### src/rtl/sonet_frame_deser.sv
module sonet_frame_deser #(
  parameter int              BYTE_W = 8,
  parameter int              A1_CNT = 3,
  parameter int              A2_CNT = 3,
  parameter logic [BYTE_W-1:0] A1   = 8'hF6,
  parameter logic [BYTE_W-1:0] A2   = 8'h28
) (
  input  logic              clk,
  input  logic              rst,
  input  logic              sd_in,
  input  logic              oof_in,
  output logic [BYTE_W-1:0] byte_out,
  output logic              byte_stb,
  output logic              frame_pulse
);
  localparam int PAT_W = (A1_CNT + A2_CNT) * BYTE_W;
  localparam int CW    = $clog2(BYTE_W);
  localparam logic [PAT_W-1:0] PAT = {{A1_CNT{A1}}, {A2_CNT{A2}}};
  localparam logic [CW-1:0]    LAST = CW'(BYTE_W - 1);

  logic [PAT_W-1:0] sh;
  logic [PAT_W-1:0] win;
  logic [CW-1:0]    cnt;
  logic             srch;
  logic             hit, emit;

  assign win  = {sh[PAT_W-2:0], sd_in};
  assign hit  = (win == PAT);
  assign emit = (cnt == LAST) | (hit & srch);

  always_ff @(posedge clk) begin
    if (rst) begin
      sh          <= '0;
      cnt         <= '0;
      srch        <= 1'b1;
      byte_out    <= '0;
      byte_stb    <= 1'b0;
      frame_pulse <= 1'b0;
    end else begin
      sh          <= win;
      srch        <= oof_in;
      cnt         <= emit ? '0 : cnt + CW'(1);
      byte_stb    <= emit;
      frame_pulse <= hit & emit;
      if (emit) byte_out <= win[BYTE_W-1:0];
    end
  end
endmodule

### config.mk
export PLATFORM = sky130hd
export DESIGN_NAME = sonet_frame_deser
export DESIGN_NICKNAME = d
export VERILOG_FILES = /design/src/rtl/sonet_frame_deser.sv
export SDC_FILE = /design/constraint.sdc
export NUM_CORES = 1
export LEC_CHECK = 0
export ABC_AREA = 1
export CAP_MARGIN = 25
export CORE_MARGIN = 8
export CORE_UTILIZATION = 35
export CTS_BUF_LIST = sky130_fd_sc_hd__clkbuf_8
export DETAILED_ROUTE_END_ITERATION = 10
export PLACE_DENSITY_LB_ADDON = 0.1
export SETUP_SLACK_MARGIN = 0.02
export SKIP_LAST_GASP = 1
export SLEW_MARGIN = 10
export SYNTH_ARGS = -nofsm -noshare
export SYNTH_HDL_FRONTEND = slang
export SYNTH_SLANG_ARGS = --single-unit
export TNS_END_PERCENT = 10
### constraint.sdc
create_clock -name clk -period 4.2 [get_ports clk]
set_clock_uncertainty 0.1 [all_clocks]
set_input_delay 1.05 -clock clk [delete_from_list [all_inputs] [get_ports clk]]
set_output_delay 1.05 -clock clk [all_outputs]
set_load 0.02 [all_outputs]
==> reports/qor.yml <==
clock_tree:
  htreeDepth: 3
  cts_buffers: 9
  clock-sinks: 61
  clk_latency_ns: 0.33
  clkSlewWorstSetupHoldPaths_ns: 0.06
  cts_setup_buffers: 0
  clk_path_buf_depth: 2
  hold_buffers: 0
  cts_tree: "yes"
  cts_resized: 0
  root_buffer: "clkbuf_8"
yosys:
  synth-simple-area-share_pct: 26.71
  synthCells: 265
  synth_area_sq_um: 2084
  synth_nets: 271
  synth_fa_ha_area_share_pct: 1.200
  synth.avg_cell_area_sq_um: 7.866
  ys_seq_area_share_pct: 58.58
  synth_top_family_by_area: "simple AND/OR/NAND/NOR gates"
  synth.distinct_cells: 19
  synth-xor-area-share_pct: 0
  yosysWarnings: 0
  ys_ff_latch: 61
  muxShareOfSynthArea_pct: 0
  synth-compound-area-share_pct: 0.6603
grt:
  grt_max_degree: 30
  grt-ovfl-total: 0
  grt_pass1_wl_mm: 5.878
  grt_pass1_vias: 1327
  track_usage_pct: 8.883
  antenna_found_initial: 0
cells_and_area:
  syn_to_final_growth_pct: 19.81
  final_cells: 362
  fillers: 581
  fin_area_sq_um: 2497
  final_nets: 288
  layout-drive-gt1-share_pct: 8.711
  n_antenna_cell: 0
worst_setup_path:
  critPathArrivalTime_ns: 1.33
  cpPeakStageDelay_ns: 0.63
  reg2reg_slack_ns: 2.66
  worst-path-buf-inv: 1
  crit_start: "byte_out[0]"
  crit_required_ns: 3.05
  path_cells: "clkdlybuf4s50_1"
  crit_path_start_kind: "register"
  end_kind: "output pin"
  cp_top_family: "buffers and inverters"
  cp_slowest_cell: "clkdlybuf4s50_1"
  setup.worst_path.class: "register to output pin"
  cp_max_fo: 2
  rr_startpoint: "sh[4]"
  reg2reg_depth: 10
  reg2reg_to: "byte_out[4]"
floorplanning:
  die_h_microns: 93.18
  core_sq_um: 5851
  num_rows: 28
  die_x_microns: 93.18
  die_area_sq_um: 8682
  start_util_pct: 35.63
  num_io_pins: 14
pwr:
  cellPowerDensity_nw_per_um2: 470.4
  p_leak_nw: 1.045
  ir_drop_mv: 0.3092
timing:
  tightest_slew_ns: 0.5278
  slew_headroom_pct: 64.81
  fmaxAchievable_ghz: 0.4034
  layout_min_cycle_time_ns: 2.479
  setup_tns_ns: 0
  fin_crit_sh_pct: 59.02
  final-setup-viol-count: 0
  finalHoldViolCount: 0
  fin_hold_ws_ns: 0.3119
  finalMaxSlewViolations: 0
  rsz0062_at_grt: "no"
route:
  ant_nets: 0
  drt_iter0_markers: 58
  drt-vias-per-instance: 3.989
  dr.pass1.iters: 4
  vias: 1444
  drc: 0
  wl_mm: 3.446
  avgRoutedWirePerCell_microns: 9.519
hold_path:
  hold_class: "register to register"
  worstHoldStart: "sh[35]"
  hold_path_end: "sh[36]"
  holdPathStages: 2
outcome:
  status: "completed"
place:
  place.port_buffers: 13
  hpwl_mm: 2.375
  dp_cells: 346
  gp_congestion: 0.7301
  place_area_sq_um: 2272
run:
  cap_violations: 0
[Yosys cell counts, drive strengths merged]
master	number	area, sq um
nand4	9	56.30
clkbuf	6	22.52
or2	1	6.260
ha	2	25.02
nor2	72	275.3
nor3	3	15.01
buf	2	16.26
inv	61	229.0
nand3	10	62.56
o2111ai	1	8.760
nor3b	1	7.510
dfxtp	61	1221
nand2	35	133.9
a21oi	1	5.000
[sequential cells by signal, indices dropped and copies added (netlist names)]
register and cells:
byte_out 8, cnt 3, sh 47, frame_pulse 1, srch 1, byte_stb 1
[metrics by stage]
stage	util [%]	total power [W]	worst slack, ns
finish	42.69	0.001175	1.721
global route	42.69	0.001223	1.637
CTS	42.69	0.001196	1.716
detailed placement	38.84	0.0006205	1.474
global placement	38.84	0.0006205	1.528
floorplan	-	0.0006136	2.126
[cell type report]
class / instances / area (sq um) / share of cell area (%)
clock inverter: 5 / 73.82 / 2.956
sequential: 61 / 1221 / 48.90
inverter: 61 / 229.0 / 9.168
multi-input combinational: 135 / 595.6 / 23.85
clock buffer: 11 / 151.4 / 6.062
timing repair buffer: 14 / 132.6 / 5.311
tap: 75 / 93.84 / 3.758
[report_power, final]
part / total, W / internal [W] / switching [W] / leakage, nW
Combinational: 0.0000207 / 0.00000635 / 0.0000144 / 0.432
Sequential: 0.000586 / 0.000583 / 0.00000260 / 0.493
Clock: 0.000568 / 0.000362 / 0.000206 / 0.121
[placed cells by master (no fill, tap or decap)]
master	n
nor2_1	70
dfxtp_1	61
inv_1	59
nand2_1	34
clkdlybuf4s50_1	12
clkbuf_8	11
nand3_1	9
nand4_1	9
inv_2	3
nor3_1	3
nor2_2	2
ha_1	2
clkinv_2	2
bufinv_16	2
nand3_4	1
nand2_2	1
a21oi_1	1
nor3b_1	1
o2111ai_1	1
or2_2	1
buf_2	1
buf_4	1
[cells by family after synthesis]
family                   after synthesis
AND/OR/NAND/NOR                      131
adder cells (fa/ha/maj)                2
flip-flops                            61
buffers and inverters                 69
AO/OA/AOI/OAI                          2
[how the worst max path moves through the flow]
stage | end | slack, ns | cells after the start
3_5_place_dp | byte_out[4] | 1.47 | 10
6_report | byte_out[0] | 1.72 | 1
4_1_cts | byte_out[0] | 1.72 | 1
3_3_place_gp | byte_out[3] | 1.53 | 10
5_1_grt | byte_out[4] | 1.64 | 10
2_1_floorplan | cnt[1] | 2.13 | 9
[metal layers]
layer	track usage (%)	vias to the layer above	share of wire [%]
met2	13.25	13	43
met1	9.938	618	50
met4	5.235	0	2.2
li1	-	805	-
met5	0	-	0
met3	4.567	8	4.1
Power figures use the tool's default switching activity.
